<file path="config.mk">
export PLATFORM = sky130hd
export DESIGN_NAME = squash_arbiter
export DESIGN_NICKNAME = d
export VERILOG_FILES = /design/src/rtl/sq_pkg.sv /design/src/rtl/sq_stage.sv /design/src/rtl/sq_counter.sv /design/src/rtl/squash_arbiter.sv
export SDC_FILE = /design/constraint.sdc
export NUM_CORES = 1
export LEC_CHECK = 0
export BUFFER_PORTS_ARGS = -buffer_cell sky130_fd_sc_hd__buf_2
export CORE_MARGIN = 4
export CORE_UTILIZATION = 35
export DETAILED_ROUTE_END_ITERATION = 8
export HOLD_SLACK_MARGIN = 0.03
export PLACE_DENSITY = 0.6
export SYNTH_ARGS = -nofsm -noshare
export SYNTH_HDL_FRONTEND = slang
export SYNTH_SLANG_ARGS = --single-unit
export TNS_END_PERCENT = 5
</file>
<file path="constraint.sdc">
create_clock -name clk -period 9.2 [get_ports clk]
set_input_delay 0.92 -clock clk [delete_from_list [all_inputs] [get_ports clk]]
set_output_delay 0.92 -clock clk [all_outputs]
set_load 0.005 [all_outputs]
</file>
<file path="src/rtl/sq_pkg.sv">
package sq_pkg;

    typedef enum logic [1:0] {
        CAUSE_NONE   = 2'd0,
        CAUSE_BRANCH = 2'd1,
        CAUSE_VIOL   = 2'd2
    } sq_cause_e;

    // A new request of the given cause replaces the held record.
    // Branches need a strictly older number; violations also win a tie.
    function automatic logic sq_takes_over(sq_cause_e cause,
                                           logic [63:0] cand,
                                           logic [63:0] held,
                                           logic held_v);
        if (!held_v)
            return 1'b1;
        if (cause == CAUSE_VIOL)
            return cand <= held;
        return cand < held;
    endfunction

    // A lane is looked at only when no redirect has been taken for its
    // thread, or nothing is held, or the held squash is younger.
    function automatic logic sq_gate_open(logic redir,
                                          logic held_v,
                                          logic [63:0] held,
                                          logic [63:0] lane);
        return !redir || !held_v || (held > lane);
    endfunction

endpackage

</file>
<file path="src/rtl/sq_stage.sv">
module sq_stage #(
    parameter int THREADS = 2,
    parameter int SEQ_W   = 4,
    parameter int PC_W    = 8,
    localparam int TID_W  = (THREADS > 1) ? $clog2(THREADS) : 1
) (
    input  logic                              l_valid,
    input  logic [TID_W-1:0]                  l_tid,
    input  logic [SEQ_W-1:0]                  l_seq,
    input  logic [PC_W-1:0]                   l_npc,
    input  logic                              l_mispred,
    input  logic                              l_taken,
    input  logic                              l_pred_taken,
    input  logic                              l_is_load,
    input  logic                              l_done,
    input  logic                              l_viol,
    input  logic [SEQ_W-1:0]                  l_viol_seq,
    input  logic [PC_W-1:0]                   l_viol_pc,
    input  logic [THREADS-1:0]                in_valid,
    input  logic [THREADS-1:0]                in_redir,
    input  logic [THREADS-1:0]                in_taken,
    input  logic [THREADS-1:0]                in_incl,
    input  logic [THREADS-1:0][SEQ_W-1:0]     in_seq,
    input  logic [THREADS-1:0][PC_W-1:0]      in_pc,
    output logic [THREADS-1:0]                out_valid,
    output logic [THREADS-1:0]                out_redir,
    output logic [THREADS-1:0]                out_taken,
    output logic [THREADS-1:0]                out_incl,
    output logic [THREADS-1:0][SEQ_W-1:0]     out_seq,
    output logic [THREADS-1:0][PC_W-1:0]      out_pc,
    output logic                              ev_pt_wrong,
    output logic                              ev_pnt_wrong,
    output logic                              ev_viol
);
    import sq_pkg::*;

    logic is_branch;
    logic gate;
    int   t;

    // Unexecuted loads cannot be judged as wrong branches.
    assign is_branch = l_mispred && !(l_is_load && !l_done);

    always_comb begin
        out_valid    = in_valid;
        out_redir    = in_redir;
        out_taken    = in_taken;
        out_incl     = in_incl;
        out_seq      = in_seq;
        out_pc       = in_pc;
        ev_pt_wrong  = 1'b0;
        ev_pnt_wrong = 1'b0;
        ev_viol      = 1'b0;
        gate         = 1'b0;
        t            = int'(l_tid);
        if (l_valid && (t < THREADS)) begin
            gate = sq_gate_open(in_redir[t], in_valid[t],
                                64'(in_seq[t]), 64'(l_seq));
            if (gate) begin
                if (is_branch) begin
                    out_redir[t] = 1'b1;
                    if (l_pred_taken)
                        ev_pt_wrong = 1'b1;
                    else
                        ev_pnt_wrong = 1'b1;
                    if (sq_takes_over(CAUSE_BRANCH, 64'(l_seq),
                                      64'(in_seq[t]), in_valid[t])) begin
                        out_valid[t] = 1'b1;
                        out_seq[t]   = l_seq;
                        out_pc[t]    = l_npc;
                        out_taken[t] = l_taken;
                        out_incl[t]  = 1'b0;
                    end
                end else if (l_viol) begin
                    out_redir[t] = 1'b1;
                    ev_viol      = 1'b1;
                    if (sq_takes_over(CAUSE_VIOL, 64'(l_viol_seq),
                                      64'(in_seq[t]), in_valid[t])) begin
                        out_valid[t] = 1'b1;
                        out_seq[t]   = l_viol_seq;
                        out_pc[t]    = l_viol_pc;
                        out_taken[t] = 1'b0;
                        out_incl[t]  = 1'b1;
                    end
                end
            end
        end
    end

endmodule

</file>
<file path="src/rtl/sq_counter.sv">
module sq_counter #(
    parameter int LANES = 3,
    parameter int CNT_W = 12,
    localparam int SUM_W = $clog2(LANES + 1)
) (
    input  logic             clk,
    input  logic             rst,
    input  logic [LANES-1:0] ev,
    output logic [CNT_W-1:0] cnt
);
    logic [SUM_W-1:0] sum;

    always_comb begin
        sum = '0;
        for (int i = 0; i < LANES; i++)
            sum = sum + SUM_W'(ev[i]);
    end

    always_ff @(posedge clk) begin
        if (rst)
            cnt <= '0;
        else
            cnt <= cnt + CNT_W'(sum);
    end

endmodule

</file>
<file path="src/rtl/squash_arbiter.sv">
module squash_arbiter #(
    parameter int LANES   = 3,
    parameter int THREADS = 2,
    parameter int SEQ_W   = 4,
    parameter int PC_W    = 8,
    parameter int CNT_W   = 12,
    localparam int TID_W  = (THREADS > 1) ? $clog2(THREADS) : 1
) (
    input  logic                      clk,
    input  logic                      rst,
    input  logic [LANES-1:0]          lane_valid,
    input  logic [LANES*TID_W-1:0]    lane_tid,
    input  logic [LANES*SEQ_W-1:0]    lane_seq,
    input  logic [LANES*PC_W-1:0]     lane_npc,
    input  logic [LANES-1:0]          lane_mispred,
    input  logic [LANES-1:0]          lane_taken,
    input  logic [LANES-1:0]          lane_pred_taken,
    input  logic [LANES-1:0]          lane_is_load,
    input  logic [LANES-1:0]          lane_done,
    input  logic [LANES-1:0]          lane_viol,
    input  logic [LANES*SEQ_W-1:0]    lane_viol_seq,
    input  logic [LANES*PC_W-1:0]     lane_viol_pc,
    output logic [THREADS-1:0]        sq_valid,
    output logic [THREADS*SEQ_W-1:0]  sq_seq,
    output logic [THREADS*PC_W-1:0]   sq_pc,
    output logic [THREADS-1:0]        sq_taken,
    output logic [THREADS-1:0]        sq_incl,
    output logic [CNT_W-1:0]          cnt_taken_wrong,
    output logic [CNT_W-1:0]          cnt_ntaken_wrong,
    output logic [CNT_W-1:0]          cnt_viol
);
    // Chain of per-thread record state; index 0 is the cleared start.
    logic [LANES:0][THREADS-1:0]            ch_valid;
    logic [LANES:0][THREADS-1:0]            ch_redir;
    logic [LANES:0][THREADS-1:0]            ch_taken;
    logic [LANES:0][THREADS-1:0]            ch_incl;
    logic [LANES:0][THREADS-1:0][SEQ_W-1:0] ch_seq;
    logic [LANES:0][THREADS-1:0][PC_W-1:0]  ch_pc;
    logic [LANES-1:0] ev_pt, ev_pnt, ev_v;

    assign ch_valid[0] = '0;
    assign ch_redir[0] = '0;
    assign ch_taken[0] = '0;
    assign ch_incl[0]  = '0;
    assign ch_seq[0]   = '0;
    assign ch_pc[0]    = '0;

    for (genvar i = 0; i < LANES; i++) begin : g_lane
        sq_stage #(.THREADS(THREADS), .SEQ_W(SEQ_W), .PC_W(PC_W)) u_stage (
            .l_valid      (lane_valid[i]),
            .l_tid        (lane_tid[i*TID_W +: TID_W]),
            .l_seq        (lane_seq[i*SEQ_W +: SEQ_W]),
            .l_npc        (lane_npc[i*PC_W +: PC_W]),
            .l_mispred    (lane_mispred[i]),
            .l_taken      (lane_taken[i]),
            .l_pred_taken (lane_pred_taken[i]),
            .l_is_load    (lane_is_load[i]),
            .l_done       (lane_done[i]),
            .l_viol       (lane_viol[i]),
            .l_viol_seq   (lane_viol_seq[i*SEQ_W +: SEQ_W]),
            .l_viol_pc    (lane_viol_pc[i*PC_W +: PC_W]),
            .in_valid     (ch_valid[i]),
            .in_redir     (ch_redir[i]),
            .in_taken     (ch_taken[i]),
            .in_incl      (ch_incl[i]),
            .in_seq       (ch_seq[i]),
            .in_pc        (ch_pc[i]),
            .out_valid    (ch_valid[i+1]),
            .out_redir    (ch_redir[i+1]),
            .out_taken    (ch_taken[i+1]),
            .out_incl     (ch_incl[i+1]),
            .out_seq      (ch_seq[i+1]),
            .out_pc       (ch_pc[i+1]),
            .ev_pt_wrong  (ev_pt[i]),
            .ev_pnt_wrong (ev_pnt[i]),
            .ev_viol      (ev_v[i])
        );
    end

    logic [THREADS-1:0]            rec_valid, rec_taken, rec_incl;
    logic [THREADS-1:0][SEQ_W-1:0] rec_seq;
    logic [THREADS-1:0][PC_W-1:0]  rec_pc;

    always_ff @(posedge clk) begin
        if (rst) begin
            rec_valid <= '0;
            rec_taken <= '0;
            rec_incl  <= '0;
            rec_seq   <= '0;
            rec_pc    <= '0;
        end else begin
            rec_valid <= ch_valid[LANES];
            rec_taken <= ch_taken[LANES];
            rec_incl  <= ch_incl[LANES];
            rec_seq   <= ch_seq[LANES];
            rec_pc    <= ch_pc[LANES];
        end
    end

    assign sq_valid = rec_valid;
    assign sq_taken = rec_taken;
    assign sq_incl  = rec_incl;
    assign sq_seq   = rec_seq;
    assign sq_pc    = rec_pc;

    sq_counter #(.LANES(LANES), .CNT_W(CNT_W)) u_cnt_pt (
        .clk(clk), .rst(rst), .ev(ev_pt), .cnt(cnt_taken_wrong));
    sq_counter #(.LANES(LANES), .CNT_W(CNT_W)) u_cnt_pnt (
        .clk(clk), .rst(rst), .ev(ev_pnt), .cnt(cnt_ntaken_wrong));
    sq_counter #(.LANES(LANES), .CNT_W(CNT_W)) u_cnt_viol (
        .clk(clk), .rst(rst), .ev(ev_v), .cnt(cnt_viol));

endmodule

</file>
==> results_dict.tcl <==
set metrics [dict create \
    ff2ff_path_depth 8 \
    timing.final.ws_setup_ns 1.90 \
    synth_cell_types 69 \
    drt_wl_total_um 18200 \
    tightest_slew_ns 1.15 \
    worstSetupEndpoint "u_cnt_pnt.cnt[6]" \
    port_buffers 163 \
    grt_pass1_wl_um 27500 \
    cellPowerDensity_nw_per_um2 151 \
    start_kind "input port" \
    r2r-start "u_cnt_pt.cnt[0]" \
    synth_edf_count 0 \
    post-dp-hpwl_um 14100 \
    p_switching_uw 272 \
    arrival_ns 7.47 \
    syn2layout_area_growth_pct 26.6 \
    syn_avg_cell_area_um2 7.65 \
    comb_power_share_pct 22.6 \
    hold_viol_final 0 \
    cts_root_buffer "clkbuf_16" \
    fp.dieH_um 124 \
    pre_cts_slack_ns 1.69 \
    fin_skew_ns 0.00499 \
    final_common_cell "buf_2" \
    p_clk_share_pct 43.3 \
    drt_iter0_markers 400 \
    max_freq_mhz 137 \
    first_global_vias 5304 \
    wl_per_cell_um 19.4 \
    r2r_end "u_cnt_pt.cnt[6]" \
    die_w_um 124 \
    ir_worst_vdd_mv 0.0997 \
    yosys_warnings 0 \
    grt-ovfl-total 0 \
    htreeDepth 3 \
    fin_crit_ns 7.30 \
    path_clk_slew_ns 0.06 \
    cp-end-kind "flip-flop" \
    ff2ff_setup_slack_ns 6.75 \
    cts_hold_buf 0 \
    worst-path-max-fanout 18 \
    finalSetupViolCount 0 \
    synth_area_um2 4710 \
    synth_fp_nets 736 \
    antenna_found_initial 0 \
    n_antenna_cell 0 \
    pin_count 164 \
    cp.required_ns 9.36 \
    std_cell_rows 42 \
    core_um2 13200 \
    startpoint "lane_done[0]" \
    status "completed" \
    crit_type "input port to flip-flop" \
    fillCellCount 1412 \
    synthCells 615 \
    finalSetupTns_ns 0 \
    drive_gt1_share_pct 26.3 \
    cts_resized 0 \
    tritoncts "done" \
    swShare_pct 30.2 \
    min_path_type "flip-flop to flip-flop" \
    total_leakage_power_uw 0.00266 \
    numClockSinks 66 \
    fin_crit_sh_pct 79.4 \
    nets 880 \
    post_cts_buffers 0 \
    cts_buffer_depth 2 \
    p_int_uw 628 \
    finalMaxSlewViolations 0 \
    first_pass_iters 5 \
    dieArea_um2 15400 \
    synth_seq_cells 66 \
    viasPerCell 5.67 \
    start_util_pct 35.7 \
    rsz0062_at_grt "no" \
    p_seq_share_pct 34.1 \
    cts_buffers 9 \
    via_count 5330 \
    clock_latency_ns 0.33 \
    layout_common_cells "buf_2, nor2_1, dfxtp_1, nand2_1, a21oi_1" \
    synth_async_sr_flop_share_pct 0 \
    drc 0 \
    drtAntennaViolNets 0 \
    yosysSeqAreaShare_pct 28.1 \
    gp_congestion 0.943 \
    slew_headroom_pct 23.2 \
    max_cap_viol_count 0 \
    grt_max_degree 56 \
    synth_flop_cell "dfxtp_1" \
    grt_usage_pct 23.3 \
]
-- per-layer routing --
layer	share of wire (%)	global-route usage, %	routed length, um	up-vias
met1	41	28.2	7540	2506
met4	4.1	10.7	745	0
li1	-	-	-	2544
met2	47	39.0	8500	235
met3	7.8	5.50	1430	45
met5	0	0	0	-
-- power by group through the flow --
stage	logic, uW	clock network (uW)	registers [uW]
global route	224	413	309
floorplan	116	0	314
CTS	201	400	307
detailed placement	199	0	313
finish	203	389	307
global placement	198	0	313
-- worst min path at each step --
stage | cells past startpoint | endpoint | start | slack (ns)
finish | 2 | u_cnt_pt.cnt[6] | u_cnt_pt.cnt[6] | 0.49
global route | 2 | u_cnt_pt.cnt[6] | u_cnt_pt.cnt[6] | 0.51
CTS | 2 | u_cnt_pt.cnt[6] | u_cnt_pt.cnt[6] | 0.49
detailed placement | 2 | u_cnt_pt.cnt[6] | u_cnt_pt.cnt[6] | 0.48
global placement | 2 | u_cnt_pt.cnt[6] | u_cnt_pt.cnt[6] | 0.47
floorplan | 2 | u_cnt_pt.cnt[6] | u_cnt_pt.cnt[6] | 0.47
-- worst max-delay path, stage by stage --
cell,delay (ns)
buf_2,0.07
nand2b_4,0.14
and2_1,0.46
nand2_1,0.13
nand2_1,0.10
nand2_1,0.08
ha_1,0.30
nor3b_1,0.19
nand4_1,0.19
o21bai_1,0.85
a2111o_1,0.58
nand2_1,0.25
o21ai_1,0.32
mux2i_1,0.13
ha_1,0.31
nand2_1,0.07
o21ai_0,0.06
a21boi_0,0.45
nand2b_1,0.72
nor3_1,0.11
ha_1,0.26
fa_1,0.45
nand2_1,0.14
or3_1,0.12
a21oi_1,0.06
-- synth_stat cells, drive strengths merged (7+ instances only) --
| master | count | area share [%] |
|---|---|---|
| xor2 | 14 | 2.6 |
| nand3 | 23 | 2.4 |
| or3 | 20 | 2.7 |
| ha | 17 | 4.5 |
| dfxtp | 66 | 28 |
| a22oi | 18 | 2.9 |
| nand2 | 48 | 3.8 |
| xnor2 | 10 | 1.9 |
| nor2b | 9 | 1.2 |
| o21a | 7 | 1.1 |
| o22ai | 16 | 2.1 |
| o32ai | 8 | 1.5 |
| and3 | 18 | 2.4 |
| nand2b | 7 | 1.1 |
| a21oi | 47 | 5.1 |
| a21o | 7 | 1.1 |
| nor2 | 81 | 6.5 |
| nor3 | 14 | 1.5 |
| clkbuf | 26 | 2.1 |
| inv | 23 | 1.8 |
| o21ai | 37 | 4.0 |
-- logic make-up after synthesis --
kind of cell,after synthesis,share of synthesized area (%)
AND/OR/NAND/NOR,239,24.4
adder cells (fa/ha/maj),24,7.31
buffers and inverters,56,4.81
XOR/XNOR,24,4.47
multiplexers,8,1.78
AO/OA/AOI/OAI,198,29.2
flip-flops,66,28.1
-- cell type report --
cell class	count	area [um^2]	area share [%]
clock buffer	10	239	4.01
clock inverter	6	95.1	1.60
inverter	24	90.1	1.51
multi-input combinational	493	3160	53.1
sequential	66	1320	22.2
tap	176	220	3.70
timing repair buffer	165	831	13.9
-- state kept, by name, summed over array words and instances, names as in the netlist --
| register | cells |
|---|---|
| sq_pc | 16 |
| u_cnt_pnt.cnt | 12 |
| u_cnt_pt.cnt | 12 |
| u_cnt_viol.cnt | 12 |
| sq_seq | 8 |
| sq_incl | 2 |
| sq_taken | 2 |
| sq_valid | 2 |
-- metrics by stage --
stage / hold WS, ns / std cells / utilization (%) / total power, uW / cell area (um^2)
global placement: 0.471 / 924 / 42.6 / 511 / 5630
finish: 0.489 / 940 / 45.2 / 900 / 5960
CTS: 0.492 / 940 / 45.2 / 909 / 5960
detailed placement: 0.480 / 924 / 42.6 / 513 / 5630
floorplan: 0.473 / 615 / - / 430 / 4710
global route: 0.511 / 940 / 45.2 / 945 / 5960
No activity file was read; power rests on OpenSTA's default activity.
